## config.mk

```make
export PLATFORM = sky130hd
export DESIGN_NAME = i2c_start_reserve
export DESIGN_NICKNAME = d
export VERILOG_FILES = /design/src/rtl/i2c_resv_pkg.sv /design/src/rtl/resv_arbiter.sv /design/src/rtl/addr_gate.sv /design/src/rtl/wait_timer.sv /design/src/rtl/i2c_start_reserve.sv
export SDC_FILE = /design/constraint.sdc
export NUM_CORES = 1
export LEC_CHECK = 0
export CAP_MARGIN = 20
export CORE_UTILIZATION = 41
export CTS_CLUSTER_DIAMETER = 60
export DETAILED_ROUTE_END_ITERATION = 6
export PLACE_DENSITY = 0.89
export SYNTH_ARGS = -nofsm -noshare
export SYNTH_HDL_FRONTEND = slang
export SYNTH_HIERARCHICAL = 1
export SYNTH_SLANG_ARGS = --single-unit
```

## constraint.sdc

```tcl
create_clock -name clk -period 1.45 [get_ports clk]
set_clock_uncertainty 0.15 [all_clocks]
set_input_delay 0.29 -clock clk [delete_from_list [all_inputs] [get_ports clk]]
set_output_delay 0.29 -clock clk [all_outputs]
set_load 0.02 [all_outputs]
```

## src/rtl/i2c_resv_pkg.sv

```systemverilog
package i2c_resv_pkg;

  // Minimum settling time, in clocks, between a start request and a
  // meaningful read of the master flag.
  function automatic int unsigned min_wait(input int unsigned low_w,
                                           input int unsigned high_w,
                                           input int unsigned fall_cyc);
    return low_w + high_w + 4 + 2 * fall_cyc;
  endfunction

endpackage

```

## src/rtl/resv_arbiter.sv

```systemverilog
module resv_arbiter (
  input  logic clk,
  input  logic rst_n,
  input  logic cfg_resv_dis,
  input  logic stop_irq_en,
  input  logic start_req,
  input  logic bus_busy,
  input  logic bus_stop_det,
  input  logic arb_lost,
  input  logic ext_code,
  input  logic release_req,
  input  logic addr_taken,
  output logic start_gen,
  output logic stop_irq,
  output logic master_sts,
  output logic resv_pending,
  output logic wait_state,
  output logic evt_accept
);

  logic hold_q;
  logic idle;
  logic go_now;
  logic resv_set;
  logic fire;
  logic issue;

  assign idle       = !master_sts && !hold_q;
  assign evt_accept = start_req && idle && !resv_pending;
  assign go_now     = evt_accept && !bus_busy;
  assign resv_set   = evt_accept && bus_busy && !cfg_resv_dis;
  assign fire       = resv_pending && bus_stop_det && stop_irq_en && idle;
  assign issue      = go_now || fire;

  always_ff @(posedge clk or negedge rst_n) begin
    if (!rst_n) begin
      start_gen    <= 1'b0;
      stop_irq     <= 1'b0;
      master_sts   <= 1'b0;
      resv_pending <= 1'b0;
      wait_state   <= 1'b0;
      hold_q       <= 1'b0;
    end else begin
      start_gen <= issue;
      stop_irq  <= bus_stop_det && stop_irq_en;

      if (issue)
        master_sts <= 1'b1;
      else if (arb_lost || bus_stop_det || release_req)
        master_sts <= 1'b0;

      if (release_req)
        hold_q <= 1'b0;
      else if (ext_code)
        hold_q <= 1'b1;

      if (release_req || ext_code || fire)
        resv_pending <= 1'b0;
      else if (resv_set)
        resv_pending <= 1'b1;

      if (issue)
        wait_state <= 1'b1;
      else if (addr_taken || arb_lost || bus_stop_det || release_req)
        wait_state <= 1'b0;
    end
  end

endmodule

```

## src/rtl/addr_gate.sv

```systemverilog
module addr_gate #(
  parameter int unsigned DATA_W = 8
) (
  input  logic              clk,
  input  logic              rst_n,
  input  logic              wait_state,
  input  logic              addr_wr,
  input  logic [DATA_W-1:0] addr_data,
  input  logic              tx_done,
  output logic              addr_taken,
  output logic              tx_start,
  output logic [DATA_W-1:0] tx_byte,
  output logic              tx_busy
);

  assign addr_taken = addr_wr && wait_state;

  always_ff @(posedge clk or negedge rst_n) begin
    if (!rst_n) begin
      tx_start <= 1'b0;
      tx_byte  <= '0;
      tx_busy  <= 1'b0;
    end else begin
      tx_start <= addr_taken;
      if (addr_taken)
        tx_byte <= addr_data;
      if (addr_taken)
        tx_busy <= 1'b1;
      else if (tx_done)
        tx_busy <= 1'b0;
    end
  end

endmodule

```

## src/rtl/wait_timer.sv

```systemverilog
module wait_timer #(
  parameter int unsigned WAIT_CYC = 15,
  parameter int unsigned CNT_W    = 4
) (
  input  logic clk,
  input  logic rst_n,
  input  logic load,
  output logic ready
);

  logic [CNT_W-1:0] cnt_q;

  always_ff @(posedge clk or negedge rst_n) begin
    if (!rst_n)
      cnt_q <= '0;
    else if (load)
      cnt_q <= CNT_W'(WAIT_CYC);
    else if (cnt_q != '0)
      cnt_q <= cnt_q - 1'b1;
  end

  assign ready = (cnt_q == '0);

endmodule

```

## src/rtl/i2c_start_reserve.sv

```systemverilog
module i2c_start_reserve
  import i2c_resv_pkg::*;
#(
  parameter int unsigned DATA_W   = 8,
  parameter int unsigned LOW_W    = 5,
  parameter int unsigned HIGH_W   = 4,
  parameter int unsigned FALL_CYC = 1
) (
  input  logic              clk,
  input  logic              rst_n,
  input  logic              cfg_resv_dis,
  input  logic              stop_irq_en,
  input  logic              start_req,
  input  logic              addr_wr,
  input  logic [DATA_W-1:0] addr_data,
  input  logic              bus_busy,
  input  logic              bus_stop_det,
  input  logic              arb_lost,
  input  logic              ext_code,
  input  logic              release_req,
  input  logic              tx_done,
  output logic              start_gen,
  output logic              stop_irq,
  output logic              master_sts,
  output logic              resv_pending,
  output logic              wait_state,
  output logic              tx_start,
  output logic [DATA_W-1:0] tx_byte,
  output logic              tx_busy,
  output logic              sts_ready
);

  localparam int unsigned WAIT_CYC = min_wait(LOW_W, HIGH_W, FALL_CYC);
  localparam int unsigned CNT_W    = $clog2(WAIT_CYC + 1);

  // Internal events, named for the checker.
  logic evt_accept;
  logic evt_addr_taken;

  resv_arbiter u_arb (
    .clk          (clk),
    .rst_n        (rst_n),
    .cfg_resv_dis (cfg_resv_dis),
    .stop_irq_en  (stop_irq_en),
    .start_req    (start_req),
    .bus_busy     (bus_busy),
    .bus_stop_det (bus_stop_det),
    .arb_lost     (arb_lost),
    .ext_code     (ext_code),
    .release_req  (release_req),
    .addr_taken   (evt_addr_taken),
    .start_gen    (start_gen),
    .stop_irq     (stop_irq),
    .master_sts   (master_sts),
    .resv_pending (resv_pending),
    .wait_state   (wait_state),
    .evt_accept   (evt_accept)
  );

  addr_gate #(.DATA_W(DATA_W)) u_gate (
    .clk        (clk),
    .rst_n      (rst_n),
    .wait_state (wait_state),
    .addr_wr    (addr_wr),
    .addr_data  (addr_data),
    .tx_done    (tx_done),
    .addr_taken (evt_addr_taken),
    .tx_start   (tx_start),
    .tx_byte    (tx_byte),
    .tx_busy    (tx_busy)
  );

  wait_timer #(.WAIT_CYC(WAIT_CYC), .CNT_W(CNT_W)) u_timer (
    .clk   (clk),
    .rst_n (rst_n),
    .load  (evt_accept),
    .ready (sts_ready)
  );

endmodule

```

Yosys cells after proc, flatten, opt, wreduce, memory -nomap -nowiden --
Index checks and enable logic that the tools add are counted.
Operators by class: add/sub/neg operators 1, mux-type cells 12, reduce and logical (&&, ||, !) cells 32
Operator list (number):
- nonzero test 2 bit | 6
- logical AND 1 bit | 11
- two-way mux 1 bit | 10
- logical OR 1 bit | 8
- two-way mux 4 bit | 2
- logical NOT 1 bit | 5
- logical NOT 4 bit | 1
- nonzero test 4 bit | 1
- subtractor 4 x 1 -> 4 bit, second input constant | 1
Word-level totals: flip-flop bits (word level) 20, output and inout port bits 16, logic and storage cells 55

Longest topological paths before layout --
Gate-level depths: netlist of the first run.
word-level depth 8, gate-level depth with buffers 4

Cells and area by module --
Netlist of the first run, hierarchy kept.
Modules (own cells, without submodules):
- addr_gate | times used 1, area an instance 394.1 µm², cells each 22
- resv_arbiter | times used 1, area an instance 264.0 µm², cells each 21
- wait_timer | times used 1, area an instance 220.2 µm², cells each 21

Worst setup path after synthesis of the first run --
Ideal clock, no wire load.
path type register -> register, from reg u_timer.cnt_q[0], to reg u_timer.cnt_q[0], period minus slack after synthesis 1524 ps, library setup time 79 ps, data arrival time 1294 ps, setup slack -74 ps, data required time 1221 ps, cell stages (with the launch flop) 5, cells stage by stage dfrtp_1 -> inv_1 -> ha_1 -> nor3b_2 -> mux2i_1
Between the ends: longest elaborated chain between the ends 3
Ends and longest elaborated chain:
- start: declaration | RTL line wait_timer.sv:11 | logic [CNT_W-1:0] cnt_q;
- start signal: assignment | RTL line wait_timer.sv:17 | cnt_q <= CNT_W'(WAIT_CYC);
- start signal: assignment | RTL line wait_timer.sv:19 | cnt_q <= cnt_q - 1'b1;
- subtractor 4 x 1 -> 4 bit | RTL line wait_timer.sv:19
- two-way mux 4 bit | RTL line wait_timer.sv:18 | else if (cnt_q != '0)
- two-way mux 4 bit | RTL line wait_timer.sv:16 | else if (load)
Several ways; a longest one is shown, not always the timed one. The select of a mux whose other input is x is not followed. A chain may end at the register's enable or synchronous reset.

Worst setup path after layout of the first run --
from reg u_timer.cnt_q[1], to out sts_ready
Between the ends: longest elaborated chain between the ends 1
Ends and longest elaborated chain:
- logical NOT 4 bit | RTL line wait_timer.sv:22 | assign ready = (cnt_q == '0);
- end: declaration | RTL line i2c_start_reserve.sv:30 | output logic sts_ready
No other way between the ends.

==> impl.org, run 1 <==
** Critical path
- Arrival time worst endpoint :: 1.23 ns
- Highest cell delay on the worst timing path :: 0.40 ns
- Cell with the largest stage delay on the worst path :: dfrtp_1
- Cell chain of the critical path :: inv_2 > ha_4 > nor3b_4 > buf_6
- The worst setup path is launched from a flip-flop.
- Worst endpoint required time :: 1.01 ns
- Along the worst path, the maximum fanout reaches 4.
- Capturing element type of the critical path :: output pin
- Launch instance of the worst register-to-register path :: u_arb/resv_pending$_DFFE_PN0P_
- Tracing the worst setup path back leads to its startpoint at u_timer/cnt_q[1]$_DFFE_PN0P_.
- Crit Path Category :: reg2out

** Timing
- Worst-Margin Slew :: 0.257 ns
- Final TNS setup :: -0.219 ns
- Setup repair after global routing could not meet its margin everywhere.
- Setup slack of the critical path after layout :: -0.219 ns
- Fmax achieved :: 0.599 GHz
- Share of the clock period used by the worst path after layout :: 1.15
- Number of max-slew violations in the final report :: 0
- Setup violations remaining at the end of the flow were counted as 1.
- Relative slew margins :: 0.827
- Final hold viol count :: 0
- Minimum clock period :: 1.67 ns

** Global routing
- The number of global-route vias before repair is 673.
- In the global route stage, met3 resource usage came out at 0.0481.
- For this run, global-route usage on met1 was measured as 0.204.
- Largest net degree at the start of global routing :: 21
- The initial antenna violation count is 0.
- For this run the aggregate overflow at the end of global routing stands at 0.
- Total global-route track usage :: 0.168
- In this run the most used layer during global routing was met2.
- The first global-routing pass estimated 2640 um of wire.
- For met2 alone, demand over resource in global routing was 0.277.

** Synthesis
- Of the total synthesized cell area, the portion taken by full adders, half adders and majority gates is 0.0142.
- In this run, distinct cell masters in the synthesized netlist total 22.
- Mean cell area of the mapped netlist :: 13.7 um2
- In this run, synthesis inferred 0 flip-flops with an integrated enable.
- The cell count after synthesis came out at 64.
- The cell area that synthesis handed to floorplanning was 878 um2.
- Post-synth net total :: 85
- Top cell type's share of synthesized area :: 0.570
- Post-synthesis simple-gate area fraction :: 0.147
- In the post-synthesis netlist, the biggest area contributors are dfrtp_1 (57%), mux2_4 (14%), inv_1 (3.4%), nor4b_4 (2.7%), nor2_1 (2.6%).
- The most used flip-flop cell after synthesis is dfrtp_1.
- By instance count, the leading cell after synthesis is dfrtp_1.
- The synthesized design contains 20 register bits.
- Multiplexer area fraction after synthesis :: 0.160
- Post-synth top area cell :: dfrtp_1
- Ys async rst share :: 1.00
- Yosys warns :: 6
- For this run, the register share of the synthesized area comes to 0.570.
- Most frequent cells after synthesis :: dfrtp_1 (20), inv_1 (8), mux2_4 (8), nor2_1 (6)
- Of the total synthesized cell area, the portion taken by XOR and XNOR cells is 0.
- Main combinational cell family by area after synthesis :: multiplexers
- The synthesized-area fraction occupied by ao, oa, aoi and oai cells was 0.0755.

** Outcome
- The checks that failed: negative setup slack.
- The run finished, with violations left.

** Cells and area
- For this run, the share of the core covered by cells in the final layout is 0.685.
- Summing all flip-flop and latch instances after layout gives 500 um2.
- Counting the fill cells in the layout gives 149.
- Antenna cell count :: 0
- Area of the multi-input gates :: 367 um2
- Compared with the post-synthesis result, the final layout area differs by 54.6%.
- Share of post-route cells with drive strength above 1 :: 0.444
- In the final design database the tool counted 139 nets.

** Pwr
- Leakage power :: 0.000701 uW
- Power Dens Cells :: 1240 mW/mm2
- Worst VDD drop :: 0.000817 V

** Place
- The wire-length estimate of the detail-placed layout is 1330 um.
- The congestion estimate from routability-driven global placement came to 0.767.
- The count of buffers added on input and output ports is 35.

** Drt
- The first TritonRoute pass finished after 4 iterations.
- Dividing the detail-routed wire length by the instance count gives 11.4 um.
- DRC errors left :: 0
- After detailed routing, the number of vias per cell comes to 4.78.
- Once detail routing completed, the nets flagged for antenna violations numbered 0.
- The detailed router finished its first iteration with 7 violations.
- Aggregate routed wire length :: 1640 um
- Detailed routing inserted a total of 688 vias.

** Clock network
- CTS Root Cell :: clkbuf_4
- Insertion delay of the later-clocked pin in the worst-skew pair :: 0.29 ns
- H-Tree Depth :: 1
- Clock-pin slew was measured on the worst setup and hold paths at 0.11 ns.
- Max Buffers Root-to-Sink :: 2
- TritonCTS built the clock tree.
- Counting every sink on the clock net gives 20.
- Number of buffers created by CTS :: 3

** Die
- Total die area :: 0.00233 mm2
- Initial Util :: 0.443
- Core area :: 0.00198 mm2
- Number of I/O pins :: 36
- Die W :: 48.3 um
- Die Span Y :: 48.3 um
- After floorplanning, the core was divided into 16 placement rows.

** Job
- Number of max-cap violations :: 0

** Min path
- The worst hold path belongs to the class in2async.
==> final timing paths <==
check	slack, ns	cells past startpoint	to
min reg2reg	0.37	1	u_gate/tx_byte[2]$_DFFE_PN0P_
max reg2reg	0.03	5	u_timer/cnt_q[1]$_DFFE_PN0P_
min	0.17	2	u_gate/tx_start$_DFF_PN0_
max in group asynchronous	0.78	2	u_timer/cnt_q[1]$_DFFE_PN0P_
min in group clk	0.37	1	u_gate/tx_byte[2]$_DFFE_PN0P_
max	-0.22	4	sts_ready
==> timing repair <==
| action | 4_1_cts | 5_1_grt |
|---|---|---|
| endpoints found under the setup margin | 18 | 18 |
| hold buffers | 0 | 0 |
| setup buffers | 1 | 1 |
| gates resized for setup | 35 | 20 |
| pin swaps | 1 | 1 |
==> per-stage QoR <==
step / instance area [um2] / hold WS, ns / std cells / setup slack [ns] / total power (uW)
floorplan: 885 / -0.156 / 64 / 0.0209 / 1100
global placement: 1370 / 0.348 / 139 / -0.391 / 1420
detailed placement: 1370 / 0.344 / 139 / -0.425 / 1450
CTS: 1410 / 0.175 / 143 / -0.279 / 1730
global route: 1360 / 0.190 / 144 / -0.321 / 1810
finish: 1360 / 0.172 / 144 / -0.219 / 1690
==> layout make-up <==
cell class / count / area share
tap: 27 / 0.0249
multi-input combinational: 36 / 0.270
timing repair buffer: 49 / 0.288
clock buffer: 4 / 0.0267
inverter: 8 / 0.0221
sequential: 20 / 0.369
==> state kept, by name (all words and copies together), names as in the netlist <==
register and count:
u_gate/tx_byte 8, u_arb/stop_irq 1, u_gate/tx_start 1, u_arb/master_sts 1, u_gate/tx_busy 1, u_arb/wait_state 1, u_timer/cnt_q 4, u_arb/resv_pending 1
u_arb/start_gen 1, u_arb/hold_q 1
==> critical path, delay by kind of cell, from the launching register on <==
| kind | cells | cell delay [ns] |
|---|---|---|
| and+or+nand+nor | 1 | 0.19 |
| buffers and inverters | 2 | 0.21 |
| DFF | 1 | 0.40 |
| adders and majority gates | 1 | 0.14 |
==> metal layers <==
| metal | up-vias | wire [um] |
|---|---|---|
| met5 | - | 0 |
| met4 | 0 | 0 |
| met3 | 0 | 122 |
| met2 | 33 | 849 |
| met1 | 327 | 668 |
| li1 | 328 | - |
==> kinds of logic after synthesis <==
logic type,after synthesis
buffers and inverters,8
muxes,10
AOI/OAI and AO/OA,8
DFF,20
adders and majority gates,1
and+or+nand+nor,17
==> report_power, final <==
part	switching [uW]	internal, uW
Sequential	79.8	676
Clock	157	153
Combinational	280	343
==> cells in the final DEF, fill, tap and decap left out, types with 2 or more instances in the layout <==
master,Yosys,final
nor2b_1,2,2
dfrtp_1,20,20
nor3_1,2,2
mux2_4,8,8
a211o_1,2,2
buf_6,0,2
buf_4,0,13
inv_2,0,2
inv_1,8,6
nor2_1,6,6
clkdlybuf4s50_1,0,19
mux2i_1,2,2
clkbuf_2,0,14
clkbuf_4,0,3
Note: power is estimated with default switching activity, not from simulation.
==> run 2, diff against run 1 <==
==> constraint.sdc (replaced) <==
create_clock -name clk -period 1.6 [get_ports clk]
set_clock_uncertainty 0.15 [all_clocks]
set_input_delay 0.32 -clock clk [delete_from_list [all_inputs] [get_ports clk]]
set_output_delay 0.32 -clock clk [all_outputs]
set_load 0.02 [all_outputs]
==> run 2 against run 1 <==
Against the previous run:
- register-to-register slack better by 0.04 ns
- clock-buffer cell count stayed put
- first-iteration DRC count is 57% lower
- clock power is 7.1% lower
- flip-flop and latch count stayed put
- routed wire length is 9.8% higher
- hold slack better by 0.029 ns
- largest power group unchanged
- the flow still finishes with violations (negative setup slack)
- critical path depth stayed put
- sequential share of layout area is 1.1 points lower
==> impl.org, run 2 (synthesized netlist as in run 1, its figures left out) <==
** Outcome
- Outcome :: finished with violations
- Violated checks :: negative setup slack

** Timing
- After routing, the total negative slack on setup checks comes to -0.158 ns.
- Setup repair after global routing missed its margin :: yes
- Measured against its own limit, the worst slew margin works out to 0.831.
- Fmax achieved :: 0.569 GHz
- Final hold viol count :: 0
- After layout, the worst setup slack is -0.158 ns.
- Minimum clock period :: 1.76 ns
- Final setup violating endpoints :: 1
- Final hold analysis gives a worst-case slack of 0.201 ns.
- Worst-Margin Slew :: 0.251 ns
- Of the available clock period, the critical path in the final layout requires 1.10.
- Number of max-slew violations in the final report :: 0

** Place
- Final weighted congestion in routability-driven placement :: 0.766
- After detailed placement, the design holds a cell count of 138.
- Summed over all nets, the half-perimeter wirelength after detailed placement is 1440 um.
- Worst slack after detailed placement :: -0.251 ns
- Port buffering added 35 buffers.

** Pwr
- Leakage power :: 0.000739 uW
- Overall power after layout :: 1580 uW
- Power Dens Cells :: 1130 mW/mm2
- Worst VDD drop :: 0.000682 V

** Clock network
- CTS saw 20 sinks.
- Clock tree synthesis selected as its root buffer the cell clkbuf_4.
- TritonCTS built the clock tree.
- For the worst-skew pair, the clock arrives at the later sink with an insertion delay of 0.29 ns.
- Max Buffers Root-to-Sink :: 2
- Buffers inserted during clock tree synthesis total 3.
- H-Tree Depth :: 1
- CTS clock-pin slew for the worst setup and hold paths :: 0.11 ns

** Critical path
- At the worst endpoint, the required time is 1.13 ns.
- Setup crit start :: u_timer/cnt_q[0]$_DFFE_PN0P_
- The endpoint identified for the worst register-to-register timing path is u_timer/cnt_q[0]$_DFFE_PN0P_.
- The startpoint identified for the worst register-to-register timing path is u_timer/cnt_q[0]$_DFFE_PN0P_.
- The most critical setup path has its endpoint at sts_ready.
- Crit Path Category :: reg2out
- FF-to-FF path depth :: 6
- Capturing element type of the critical path :: output pin
- Highest net fanout along the worst path :: 2
- Arrival time worst endpoint :: 1.29 ns
- STA classifies the critical path startpoint as a flip-flop.
- Setup slack on the worst reg-to-reg path comes out at 0.07 ns.

** Cells and area
- More flip-flops sit in one register than any other, and that register is u_gate/tx_byte.
- The repair_antennas step left the layout with diodes totalling 0.
- Net count of the finished layout :: 140
- The library cell used most frequently in the layout, excluding fill and tap cells, is dfrtp_1.
- In the final layout, the registers with the most flip-flops are u_gate/tx_byte (8), u_timer/cnt_q (4).
- Flip-flop count of the largest register after layout :: 8
- Of the cells placed in the final design, the portion with a size suffix greater than 1 is 0.305.
- The top cell types in the final layout, fill and taps aside, are dfrtp_1 (20), clkdlybuf4s50_1 (19), dlygate4sd2_1 (15), buf_4 (15).
- Fin cells :: 145
- From synthesis to final layout, the design area changed by 59.4%.
- Filler Cells Inserted :: 143

** Die
- Initial Util :: 0.443
- Core area :: 0.00198 mm2
- Measured along the y axis, the die boundary spans 48.3 um.
- The die is 48.3 um wide.
- Number of I/O pins :: 36
- Total die area :: 0.00233 mm2
- FP Rows :: 16

** Drt
- The first routing iteration left 3 violations.
- DRC errors left :: 0
- Detail-routed via count per cell :: 4.77
- After detailed routing, the average wire length per cell comes to 12.4 um.
- The routed design has 1800 um of wire.
- Vias :: 691
- Final antenna-violating net count :: 0
- First-pass iteration count of the detailed router :: 2

** Job
- Number of max-cap violations :: 0

** Global routing
- In the global route stage, overall resource usage came out at 0.170.
- First-pass GRT wire length :: 2770 um
- For this run the aggregate overflow at the end of global routing stands at 0.
- Largest net degree at the start of global routing :: 21
- The initial antenna violation count is 0.
- Number of global-route vias before repair :: 707

** Min path
- Class of the tightest hold or removal check :: in2async
run 2: cell types whose count changed in the layout (fill, tap and decap cells not counted), moves of 2 or more:
cell	previous run	this run
clkbuf_2	14	0
inv_2	2	0
inv_1	6	8
buf_4	13	15
dlygate4sd2_1	0	15
run 2: layer usage:
metal / GRT usage / vias up / wire length [um]
met1: 0.178 / 340 / 684
met5: 0 / - / 0
met4: 0.0333 / 0 / 4
met2: 0.325 / 21 / 994
met3: 0.0593 / 2 / 116
li1: - / 328 / -
run 2: worst max-delay path, stage by stage (launching register included):
cell and delay, ns:
dfrtp_1 0.39, inv_1 0.06, ha_1 0.17, nor3b_4 0.23
buf_6 0.15
run 2: where the power goes:
group          total (uW)  internal [uW]  switching, uW
combinational         608            348            260
clock                 288            138            149
sequential            682            613           69.1
total                1580           1100            478
run 2: worst min-delay path by stage:
stage / start / end / cells after the start / slack (ns)
3_3_place_gp: u_gate/tx_byte[5]$_DFFE_PN0P_ / u_gate/tx_byte[5]$_DFFE_PN0P_ / 1 / 0.35
4_1_cts: rst_n / u_gate/tx_start$_DFF_PN0_ / 2 / 0.21
5_1_grt: rst_n / u_gate/tx_start$_DFF_PN0_ / 2 / 0.22
3_5_place_dp: u_gate/tx_byte[4]$_DFFE_PN0P_ / u_gate/tx_byte[4]$_DFFE_PN0P_ / 1 / 0.34
6_report: rst_n / u_gate/tx_start$_DFF_PN0_ / 2 / 0.20
2_1_floorplan: rst_n / u_arb/hold_q$_DFFE_PN0P_ / 0 / -0.13
run 2: cell type report:
type	instances	area [um2]	share of cell area
Clock buffer	4	36.3	0.0259
Inverter	8	30.0	0.0214
Sequential cell	20	500	0.357
Multi-Input combinational cell	36	354	0.253
Tap cell	27	33.8	0.0241
Timing Repair Buffer	50	445	0.318
run 2: timing repair:
action	CTS	global route
hold buffers	0	0
setup endpoints to repair	16	1
buffers inserted	0	3
resized for setup	20	2
run 2: through the flow:
| step | utilization | cell area, um2 |
|---|---|---|
| 6_report | 0.706 | 1400 |
| 3_5_place_dp | 0.682 | 1350 |
| 3_3_place_gp | 0.682 | 1350 |
| 4_1_cts | 0.690 | 1370 |
| 5_1_grt | 0.706 | 1400 |
| 2_1_floorplan | - | 878 |
